--- src/rtl/lockvict_pkg.sv ---
// Package: shared defaults for the lockdown-aware victim selector.
// Assumes the way count is a power of two so index arithmetic wraps naturally.
package lockvict_pkg;
    localparam int unsigned DEF_WAYS  = 4;
    localparam int unsigned DEF_REG_W = 32;

    // Decision returned to the allocation logic
    typedef enum logic [1:0] {
        DEC_IDLE    = 2'd0,
        DEC_ALLOC   = 2'd1,
        DEC_REFUSED = 2'd2
    } alloc_dec_e;
endpackage

--- src/rtl/lockvict_mask_reg.sv ---
// Module: lock mask register.
// Holds one lock bit per way, written from the low bits of a wide data word.
// Readback is zero-extended. Assumes the write strobe is a clean level.
module lockvict_mask_reg #(
    parameter int unsigned NUM_WAYS = 4,
    parameter int unsigned REG_W    = 32
) (
    input  logic                clk,
    input  logic                rst_n,
    input  logic                wr,
    input  logic [REG_W-1:0]    wdata,
    output logic [NUM_WAYS-1:0] lock_q,
    output logic [REG_W-1:0]    rdata
);
    logic unused_hi;
    assign unused_hi = ^wdata[REG_W-1:NUM_WAYS];

    // Capture the low bits on a write; clear on reset
    always_ff @(posedge clk) begin
        if (!rst_n)  lock_q <= '0;
        else if (wr) lock_q <= wdata[NUM_WAYS-1:0];
    end

    // Zero-extended readback of the stored mask
    always_comb rdata = REG_W'(lock_q);

    p_write_lands_r1: assert property (@(posedge clk) disable iff (!rst_n)
        wr |=> lock_q == $past(wdata[NUM_WAYS-1:0]));
    p_hold_idle_r8: assert property (@(posedge clk) disable iff (!rst_n)
        !wr |=> $stable(lock_q));
endmodule

--- src/rtl/lockvict_pick.sv ---
// Module: circular first-free search.
// Starting at the pointer, finds the first way whose lock bit is clear,
// wrapping past the top way. Purely combinational.
module lockvict_pick #(
    parameter int unsigned NUM_WAYS = 4,
    localparam int unsigned IDX_W   = $clog2(NUM_WAYS)
) (
    input  logic [NUM_WAYS-1:0] lock,
    input  logic [IDX_W-1:0]    start,
    output logic                found,
    output logic [IDX_W-1:0]    way
);
    logic [IDX_W-1:0]    cand [NUM_WAYS];
    logic [NUM_WAYS-1:0] cand_free;

    // One candidate per search offset
    for (genvar k = 0; k < NUM_WAYS; k++) begin : g_cand
        assign cand[k]      = start + IDX_W'(k);
        assign cand_free[k] = ~lock[cand[k]];
    end

    // Lowest offset with a free way wins
    always_comb begin
        found = |cand_free;
        way   = start;
        for (int k = NUM_WAYS - 1; k >= 0; k--) begin
            if (cand_free[k]) way = cand[k];
        end
    end
endmodule

--- src/rtl/lockvict_ptr.sv ---
// Module: round-robin replacement pointer.
// Moves to the way after the chosen one on each allocation; holds otherwise.
module lockvict_ptr #(
    parameter int unsigned NUM_WAYS = 4,
    localparam int unsigned IDX_W   = $clog2(NUM_WAYS)
) (
    input  logic             clk,
    input  logic             rst_n,
    input  logic             advance,
    input  logic [IDX_W-1:0] chosen,
    output logic [IDX_W-1:0] ptr_q
);
    // Step past the chosen way after an allocation
    always_ff @(posedge clk) begin
        if (!rst_n)       ptr_q <= '0;
        else if (advance) ptr_q <= chosen + IDX_W'(1);
    end

    p_ptr_advance_r4: assert property (@(posedge clk) disable iff (!rst_n)
        advance |=> ptr_q == $past(chosen) + IDX_W'(1));
    p_ptr_hold_r7: assert property (@(posedge clk) disable iff (!rst_n)
        !advance |=> $stable(ptr_q));
endmodule

--- src/rtl/lockvict_top.sv ---
// Module: lockdown-aware victim selector (top).
// Answers each allocation request in the same cycle with a way index that
// is never locked, or with a refusal when all ways are locked.
// Assumes requests and writes are clean levels sampled at the rising edge.
module lockvict_top
    import lockvict_pkg::*;
#(
    parameter int unsigned NUM_WAYS = DEF_WAYS,
    parameter int unsigned REG_W    = DEF_REG_W,
    localparam int unsigned IDX_W   = $clog2(NUM_WAYS)
) (
    input  logic             clk,
    input  logic             rst_n,
    input  logic             reg_wr,
    input  logic [REG_W-1:0] reg_wdata,
    output logic [REG_W-1:0] reg_rdata,
    input  logic             alloc_req,
    output logic             victim_valid,
    output logic [IDX_W-1:0] victim_way,
    output logic             no_alloc
);
    logic [NUM_WAYS-1:0] lock_q;
    logic [IDX_W-1:0]    ptr_q;
    logic                any_free;
    logic [IDX_W-1:0]    pick_way;
    alloc_dec_e          dec;

    lockvict_mask_reg #(.NUM_WAYS(NUM_WAYS), .REG_W(REG_W)) u_mask (
        .clk(clk), .rst_n(rst_n), .wr(reg_wr), .wdata(reg_wdata),
        .lock_q(lock_q), .rdata(reg_rdata)
    );

    lockvict_pick #(.NUM_WAYS(NUM_WAYS)) u_pick (
        .lock(lock_q), .start(ptr_q), .found(any_free), .way(pick_way)
    );

    lockvict_ptr #(.NUM_WAYS(NUM_WAYS)) u_ptr (
        .clk(clk), .rst_n(rst_n), .advance(victim_valid),
        .chosen(pick_way), .ptr_q(ptr_q)
    );

    // Classify this cycle's request
    always_comb begin
        if (!alloc_req)    dec = DEC_IDLE;
        else if (any_free) dec = DEC_ALLOC;
        else               dec = DEC_REFUSED;
    end

    // Drive the response outputs from the decision
    always_comb begin
        victim_valid = (dec == DEC_ALLOC);
        no_alloc     = (dec == DEC_REFUSED);
        victim_way   = pick_way;
    end

    p_never_locked_r3: assert property (@(posedge clk) disable iff (!rst_n)
        victim_valid |-> !lock_q[victim_way]);
    p_all_locked_r6: assert property (@(posedge clk) disable iff (!rst_n)
        (alloc_req && (&lock_q)) |-> (no_alloc && !victim_valid));
    p_single_free_r5: assert property (@(posedge clk) disable iff (!rst_n)
        (alloc_req && $countones(~lock_q) == 1) |-> (victim_valid && !lock_q[victim_way]));
    p_idle_quiet_r7: assert property (@(posedge clk) disable iff (!rst_n)
        !alloc_req |-> (!victim_valid && !no_alloc));
    p_exclusive_r9: assert property (@(posedge clk) disable iff (!rst_n)
        $onehot0({victim_valid, no_alloc}));
    p_start_taken_r4: assert property (@(posedge clk) disable iff (!rst_n)
        (alloc_req && !lock_q[ptr_q]) |-> (victim_valid && victim_way == ptr_q));
endmodule

--- config.mk ---
export PLATFORM = sky130hd
export DESIGN_NAME = lockvict_top
export DESIGN_NICKNAME = d
export VERILOG_FILES = /design/src/rtl/lockvict_pkg.sv /design/src/rtl/lockvict_mask_reg.sv /design/src/rtl/lockvict_pick.sv /design/src/rtl/lockvict_ptr.sv /design/src/rtl/lockvict_top.sv
export SDC_FILE = /design/constraint.sdc
export NUM_CORES = 1
export LEC_CHECK = 0
export ABC_AREA = 1
export BUFFER_PORTS_ARGS = -buffer_cell sky130_fd_sc_hd__buf_2
export CORE_MARGIN = 3
export CORE_UTILIZATION = 35
export CTS_BUF_LIST = sky130_fd_sc_hd__clkbuf_4
export CTS_CLUSTER_DIAMETER = 30
export DETAILED_ROUTE_END_ITERATION = 7
export HOLD_SLACK_MARGIN = 0.15
export PLACE_DENSITY_LB_ADDON = 0.3
export SYNTH_ARGS = -nofsm -noshare
export SYNTH_HDL_FRONTEND = slang
export SYNTH_SLANG_ARGS = --single-unit
--- constraint.sdc ---
create_clock -name clk -period 2.53 [get_ports clk]
set_input_delay 0.3795 -clock clk [delete_from_list [all_inputs] [get_ports clk]]
set_output_delay 0.3795 -clock clk [all_outputs]
set_load 0.03 [all_outputs]
==> out/metrics.cfg, run 1 <==
[power]
power_density_mw_per_mm2=707
p_int_mw=0.263
p_seq_share_pct=21.9
worst_ir_drop_vdd_mv=0.338
pwr-share-clk_pct=14.3
switching_share_pct=54.1
power.switching_mw=0.310
p_leak_nw=0.465
power_frac_comb_pct=63.8

[clocking]
max-clock-path-buffers=2
clock-sinks=6
clk_pin_slew_worst_paths_ps=40
postCtsSetupBuffers=0
cts.htree.levels=1
numCtsBuffers=3
cts_hold_buf=0
insertion_delay_ps=230
cts_tree=done
clockRootBuffer=clkbuf_4

[worst_setup_path]
critPathMostFrequentCell=nand2_1
required_ps=2150
crit_fanout=12
reg2reg_from=u_ptr.ptr_q[0]
crit_path_top_delay_cell=dfxtp_2
start_kind=flop
max_stage_delay_ps=460
worstPathArrival_ps=1810
crit_path_end_kind=output port
path_class=reg2out
startpoint=u_ptr.ptr_q[0]
crit_chain=inv_2 -> nand2_1 -> nand3_1 -> nand2_4 -> nand2_1 -> nand3_1 -> nand2_1 -> a21oi_2 -> inv_1 -> buf_2

[placement]
place.gp.congestion=0.844
dpl.hpwl_um=1210
placed_area_um2=787
port_buffers=15

[logic_synthesis]
synth_top_area_share_pct=26.3
yosys.cell_types.count=21
ys_seq_elements=6
yosysTopAreaCell=buf_4
ys_top_cells_by_area=buf_4 26%, dfxtp_1 15%, nand2_1 14%, nand2_4 9.9%, nand2_2 5.5%
ys_async_sr_fraction_pct=0
syn_inst=119
yosys_most_used_dff=dfxtp_1
syn_area_um2=798
yosysWarnings=0
synth_edf_count=0
synth-seq-area-share_pct=15.0
syn_area_per_cell_um2=6.71

[finish]
drive_gt1_share_pct=32.6
areaGrowthSynthToFinish_pct=1.57
diodes=0
fin_area_um2=811
num-fill-cells=232
mostFrequentLayoutCell=nand2_1
mostFrequentLayoutCells=29 x nand2_1, 28 x conb_1, 15 x buf_2
finalNetCount=173

[global_route]
grt_pass1_vias=510
grt_max_degree=13
grt_pass1_wl_um=2060
overflow=0
grt_usage_pct=9.58
antenna_found_initial=0

[die]
die_y_um=53.8
io-pin-count=72
coreArea_mm2=0.00206
start_util_pct=38.7
rows=16
die_w_um=53.8
die_area_mm2=0.00289

[drt]
drtIter0Drc=5
wirelength_um=1380
dr.pass1.iters=4
route.vias.total=641
route.detailed.drc=0
ant_nets=0
routedWlPerCell_um=8.49
vias_per_cell=3.96

[hold_path]
min_from=reg_wdata[1]
min_path_type=in2reg

[sta]
setup_tns_ps=0
setup_viol=0
finClkSkew_ps=1.59
drv_slew=0
post-route-period-util_pct=86.4
hold_violations=0
fin_crit_ps=2190
rsz0062_at_grt=no
fmax_ghz=0.458

[job]
max_cap_viol_count=0

[status]
status=completed

-- registers in the layout, indices dropped and copies added, names as in the netlist --
signal,flops
u_ptr.ptr_q,2
u_mask.lock_q,4
-- power by group through the flow --
| stage | Sequential, mW | Clock [mW] | Combinational (mW) |
|---|---|---|---|
| finish | 0.125 | 0.0820 | 0.366 |
| global route | 0.129 | 0.0939 | 0.400 |
| CTS | 0.125 | 0.0880 | 0.368 |
| detailed placement | 0.127 | 0 | 0.367 |
| global placement | 0.127 | 0 | 0.364 |
| floorplan | 0.127 | 0 | 0.346 |
-- layer usage --
metal	vias to the layer above	track usage (%)	part of all wire, %
met5	-	0	0
met4	0	3.83	0
met3	0	1.66	6.1
met2	18	16.1	51
met1	280	11.9	43
li1	343	-	-
-- path summary, 6_finish.rpt --
check / to / slack, ps / cells past startpoint
setup reg to reg: u_ptr.ptr_q[0] / 880 / 8
hold / removal: u_mask.lock_q[1] / 430 / 3
hold reg to reg: u_mask.lock_q[1] / 530 / 2
setup / recovery: victim_way[1] / 340 / 10
-- logic make-up (layout without fill, tap and decap cells) --
kind of cell    Yosys count  count (layout)  share of synthesized area, %
buf+inv                  41              30                          33.7
flops                     6               6                          15.0
other cells               1              28                         0.470
simple gates             58              58                          41.4
compound gates           13              13                          9.41
-- layout make-up --
class	instances	area [um^2]	area share [%]
clock buffer	3	22.5	2.78
inverter	12	47.5	5.86
multi-input combinational	99	510	63.0
sequential	6	121	15.0
tap	27	33.8	4.17
timing repair buffer	15	75.1	9.26
-- synthesized netlist by cell type (2+ instances only) --
cell type,n
nand2_1,29
nor2_4,2
nand2_4,7
inv_1,8
o21ai_0,4
nor2_1,5
a21oi_1,6
inv_2,3
dfxtp_1,6
nand2_2,7
nand3_1,4
buf_4,28
a21oi_2,2
-- critical path, delay by kind of cell, from the launching register on --
family / cells / cell delay, ps
buf+inv: 3 / 380
compound gates: 1 / 190
simple gates: 6 / 550
flops: 1 / 460
-- through the flow --
stage                     hold slack (ps)  utilization, %  worst slack [ps]  instances  total power [mW]
after floorplan                       518               -               596        146             0.472
after global placement                516            38.2               388        159             0.490
after detailed placement              528            38.2               381        159             0.494
after CTS                             421            39.3               119        162             0.581
after global routing                  438            39.3               155        162             0.623
final                                 428            39.3               345        162             0.573
-- timing repair --
item,CTS,global route
gates resized for setup,0,1
endpoints found under the setup margin,0,3
hold endpoints to repair,0,0
No activity file was read; power rests on OpenSTA's default activity.
==> inputs of run 2 (changes only) <==
- ABC_AREA: 1 -> default
- CORE_UTILIZATION: 35 -> 34
==> run 2 against run 1 <==
Against the previous run: die area down 26%; register-to-register slack improved by 260 ps; sequential power down 8%; worst hold slack worse by 36 ps; utilization is 0.14 points lower; final area fell by 32%; highest routed layer is now met4.
==> out/metrics.cfg, run 2 <==
[drt]
drtIter0Drc=0
route.vias.total=403
route.detailed.drc=0
ant_nets=0
dr.pass1.iters=1
routedWlPerCell_um=9.36
wirelength_um=899
vias_per_cell=4.20

[hold_path]
min_from=reg_wdata[0]
holdPathStages=3
min_to=u_mask.lock_q[0]
min_path_type=in2reg

[finish]
areaGrowthSynthToFinish_pct=0
final-instance-count-excl-fill=96
num-fill-cells=148
regMostFlops=u_mask.lock_q
diodes=0
seq_area_um2=120
drive_gt1_share_pct=25.9
mostFrequentLayoutCell=conb_1
largest_reg_flops=4
multi_input_area_um2=304
mostFrequentLayoutCells=28 x conb_1, 15 x buf_2, 6 x dfxtp_1
largest_registers=u_mask.lock_q (4), u_ptr.ptr_q (2)
finalNetCount=119

[global_route]
busiest_layer=met2
grt_max_degree=9
antenna_found_initial=0
met1_usage_pct=10.8
overflow=0
grt_use_met2_pct=12.9
met3_usage_pct=1.56
grt_pass1_vias=321
grt_usage_pct=9.17
grt_pass1_wl_um=1350

[die]
die_y_um=46.1
io-pin-count=72
start_util_pct=39.2
die_area_mm2=0.00213
die_w_um=46.1
rows=13
coreArea_mm2=0.00140

[worst_setup_path]
crit_path_top_delay_cell=dfxtp_1
max_stage_delay_ps=440
start_kind=flop
crit_fanout=7
r2r_slack_ps=1140
reg2reg_from=u_ptr.ptr_q[1]
path_class=reg2out
required_ps=2150
crit_path_end_kind=output port
timing.rr.end=u_ptr.ptr_q[1]
worstPathArrival_ps=1550
crit_chain=nor2b_1 -> o22ai_1 -> a221oi_2 -> buf_2
ff2ff_path_depth=5

[sta]
setup_tns_ps=0
finClkSkew_ps=2.89
rsz0062_at_grt=no
post-route-period-util_pct=76.1
fin_crit_ps=1930
fmax_ghz=0.519
hold_ws_ps=392
drv_slew=0
setup_viol=0
hold_violations=0

[placement]
dp.cells=93
port_buffers=15
dpl.hpwl_um=732
place.gp.congestion=0.721

[logic_synthesis]
yosysMostFrequentCell=buf_4
yosys_most_used_dff=dfxtp_1
yosysTopAreaCell=buf_4
syn_area_per_cell_um2=8.30
synth_top_area_share_pct=38.4
yosysWarnings=0
synth-seq-area-share_pct=21.9
ys_top_cells_by_area=buf_4 38%, dfxtp_1 22%, mux2i_1 7.3%, nor2b_1 5.7%, a221oi_2 2.7%
ys_seq_elements=6
ys_top_cells_by_count=28 x buf_4, 6 x dfxtp_1, 5 x nor2b_1, 4 x mux2i_1
yosys.cell_types.count=22
ys_async_sr_fraction_pct=0
syn_inst=66
syn_area_um2=548
synth_edf_count=0

[clocking]
insertion_delay_ps=250
max-clock-path-buffers=2
cts.htree.levels=1
cts_resized=0
cts_hold_buf=0
clockRootBuffer=clkbuf_4
postCtsSetupBuffers=0
clk_pin_slew_worst_paths_ps=50
numCtsBuffers=3
cts_tree=done
clock-sinks=6

[job]
max_cap_viol_count=0

[power]
p_leak_nw=0.308
worst_ir_drop_vdd_mv=0.291
power_density_mw_per_mm2=616

[status]
status=completed

## run 2: cell types whose count changed in the layout (fill, tap and decap cells not counted), sizes merged, moves of 2 or more
cell,previous run,this run
o22ai,0,2
nor2,8,2
nand2,43,1
nand3,4,0
a21oi,8,1
nor2b,0,5
mux2i,0,4
inv,12,2
o21ai,4,2
## run 2: kinds of logic (layout without fill, tap and decap cells)
family | after synthesis | after routing | synth area share (%)
multiplexers | 4 | 4 | 7.31
AO/OA/AOI/OAI | 10 | 10 | 14.6
buffers and inverters | 32 | 20 | 41.1
XOR/XNOR | 1 | 1 | 1.60
AND/OR/NAND/NOR | 12 | 12 | 12.8
other | 1 | 28 | 0.684
flip-flops | 6 | 6 | 21.9
## run 2: worst max-delay path, delay by kind of cell, from the launching register on
family          cells  cell delay (ps)
flops               1              440
compound gates      2              430
buf+inv             1              260
simple gates        1              170
## run 2: power by group
part           internal, mW  switching, mW
Sequential            0.102         0.0130
Clock                0.0538         0.0364
Combinational        0.0330         0.0990
## run 2: per-layer routing
metal / wire length [um] / part of all wire [%]
met3: 123 / 14
met1: 358 / 40
met4: 28 / 3.1
met5: 0 / 0
met2: 389 / 43
## run 2: worst max-delay path by stage
stage,from,to,slack (ps),cells past startpoint
after floorplan,u_mask.lock_q[2],u_ptr.ptr_q[1],770,4
after global placement,u_ptr.ptr_q[1],victim_way[0],880,4
after detailed placement,u_ptr.ptr_q[1],victim_way[0],870,4
after CTS,u_ptr.ptr_q[1],victim_way[0],590,4
after global routing,u_ptr.ptr_q[1],victim_way[0],470,4
final,u_ptr.ptr_q[1],victim_way[0],600,4
## run 2: per-stage QoR
step | power [mW] | util, % | setup WS [ps] | instance area (um^2)
after floorplan | 0.260 | - | 768 | 649
after global placement | 0.248 | 37.6 | 879 | 526
after CTS | 0.344 | 39.2 | 587 | 548
after detailed placement | 0.249 | 37.6 | 873 | 526
after global routing | 0.361 | 39.2 | 473 | 548
final | 0.338 | 39.2 | 605 | 548
## run 2: layout make-up
| type | count | area share (%) |
|---|---|---|
| clock buffers | 3 | 4.11 |
| inverters | 2 | 1.37 |
| flip-flops and latches | 6 | 21.9 |
| repair buffers | 15 | 13.7 |
| well taps | 15 | 3.42 |
| multi-input cells | 55 | 55.5 |
==> inputs of run 3 (changes only) <==
- CORE_UTILIZATION: 34 -> 29
- clock period: 2.53 -> 1.7 ns (I/O delays scaled with it)
==> run 3 against run 2 <==
Against the previous run: clock skew barely moved; combinational power rose by 66%; utilization fell by 4.8 points; critical path type unchanged; largest cell class unchanged.
==> out/metrics.cfg, run 3 (synthesis gave the netlist of run 2 again) <==
[power]
p_total_mw=0.524
p_leak_nw=0.323
power_density_mw_per_mm2=863
worst_ir_drop_vdd_mv=0.350

[die]
die_y_um=49.5
io-pin-count=72
coreArea_mm2=0.00176
die_area_mm2=0.00245
rows=15
die_w_um=49.5
start_util_pct=31.1

[finish]
largest_registers=u_mask.lock_q (4), u_ptr.ptr_q (2)
areaGrowthSynthToFinish_pct=10.7
finalNetCount=120
mostFrequentLayoutCell=conb_1
drive_gt1_share_pct=34.1
mostFrequentLayoutCells=28 x conb_1, 14 x buf_2, 4 x mux2i_1, 4 x nor2b_1
final_util_pct=34.4
num-fill-cells=194
regMostFlops=u_mask.lock_q
largest_reg_flops=4
diodes=0

[sta]
post-route-period-util_pct=97.0
fmax_ghz=0.606
setup_viol=0
drv_slew=0
hold_ws_ps=277
rsz0062_at_grt=yes
hold_violations=0
fin_crit_ps=1650
setup_ws_ps=50.2
setup_tns_ps=0
finClkSkew_ps=2.97

[worst_setup_path]
max_stage_delay_ps=400
crit_path_top_delay_cell=o32a_2
startpoint=u_ptr.ptr_q[1]
reg2reg_from=u_ptr.ptr_q[1]
crit_chain=and3_2 -> o32a_2 -> buf_2
start_kind=flop
worstPathArrival_ps=1390
required_ps=1440
crit_fanout=7
critical-path-top-delay-family=compound AO/OA/AOI/OAI gates
path_class=reg2out
crit_path_end_kind=output port
cp_num_buf_inv=1

[clocking]
clock-sinks=6
postCtsSetupBuffers=0
cts_hold_buf=0
clk_pin_slew_worst_paths_ps=40
clockRootBuffer=clkbuf_4
numCtsBuffers=3
cts.htree.levels=1
insertion_delay_ps=240
max-clock-path-buffers=2
cts_tree=done

[placement]
port_buffers=15
place.gp.congestion=0.763
pre_cts_ws_ps=185

[global_route]
grt_pass1_vias=295
antenna_found_initial=0
grt_pass1_wl_um=1330
grt_max_degree=9
grt_usage_pct=7.19
overflow=0

[hold_path]
min_path_type=in2reg
min_from=reg_wdata[2]

[drt]
routedWlPerCell_um=8.66
dr.pass1.iters=1
ant_nets=0
wirelength_um=927
drtIter0Drc=0
route.vias.total=413
route.detailed.drc=0
vias_per_cell=3.86

[status]
status=completed

[job]
max_cap_viol_count=0

==> run 3: cell count changes in the layout (fill, tap and decap cells not counted) <==
| cell | before | now |
|---|---|---|
| a221oi_2 | 1 | 0 |
| buf_4 | 0 | 1 |
| nor2b_4 | 0 | 1 |
| buf_6 | 0 | 1 |
| dfxtp_1 | 6 | 2 |
| dfxtp_4 | 0 | 1 |
| buf_2 | 15 | 14 |
| nor2b_1 | 5 | 4 |
| dfxtp_2 | 0 | 3 |
| o22ai_1 | 2 | 1 |
| o22ai_2 | 0 | 1 |
| a221oi_4 | 0 | 1 |
==> run 3: repair_timing <==
item | CTS | global route
endpoints found under the hold margin | 0 | 0
resized for setup | 3 | 7
pin swaps | 0 | 1
endpoints found under the setup margin | 2 | 2
==> run 3: layout make-up <==
type / instances / area [um^2] / area share, %
inverters: 2 / 7.51 / 1.24
multi-input cells: 55 / 329 / 54.2
clock buffers: 3 / 22.5 / 3.71
flip-flops and latches: 6 / 128 / 21.0
repair buffers: 16 / 88.8 / 14.6
well taps: 25 / 31.3 / 5.15
==> run 3: power by group <==
part | leakage, nW | switching, mW | total (mW) | internal (mW)
registers | 0.0513 | 0.0215 | 0.176 | 0.154
logic | 0.258 | 0.154 | 0.219 | 0.0647
clock network | 0.0138 | 0.0490 | 0.129 | 0.0797
==> run 3: routing by layer <==
metal  vias to the layer above  routed length (um)  global-route usage, %
met3                         0                 148                   5.74
met4                         0                   0                      0
met5                         -                   0                      0
li1                        197                   -                      -
met2                        29                 429                   11.4
met1                       187                 349                   8.04
==> run 3: worst paths after layout <==
check	end	slack (ps)	depth (start not counted)
setup / recovery	victim_way[1]	50	3
hold / removal	u_mask.lock_q[2]	280	3
setup reg to reg	u_ptr.ptr_q[1]	390	4
hold reg to reg	u_ptr.ptr_q[0]	570	1
==> run 3: stage by stage <==
step | std cells | cell area, um^2
after global routing | 107 | 607
final | 107 | 607
after CTS | 107 | 584
after detailed placement | 104 | 557
after global placement | 104 | 557
after floorplan | 93 | 661
==> run 3: worst min-delay path: cells and delay by family <==
kind / cells / cell delay (ps)
and+or+nand+nor: 1 / 90
buffers and inverters: 1 / 80
muxes: 1 / 60
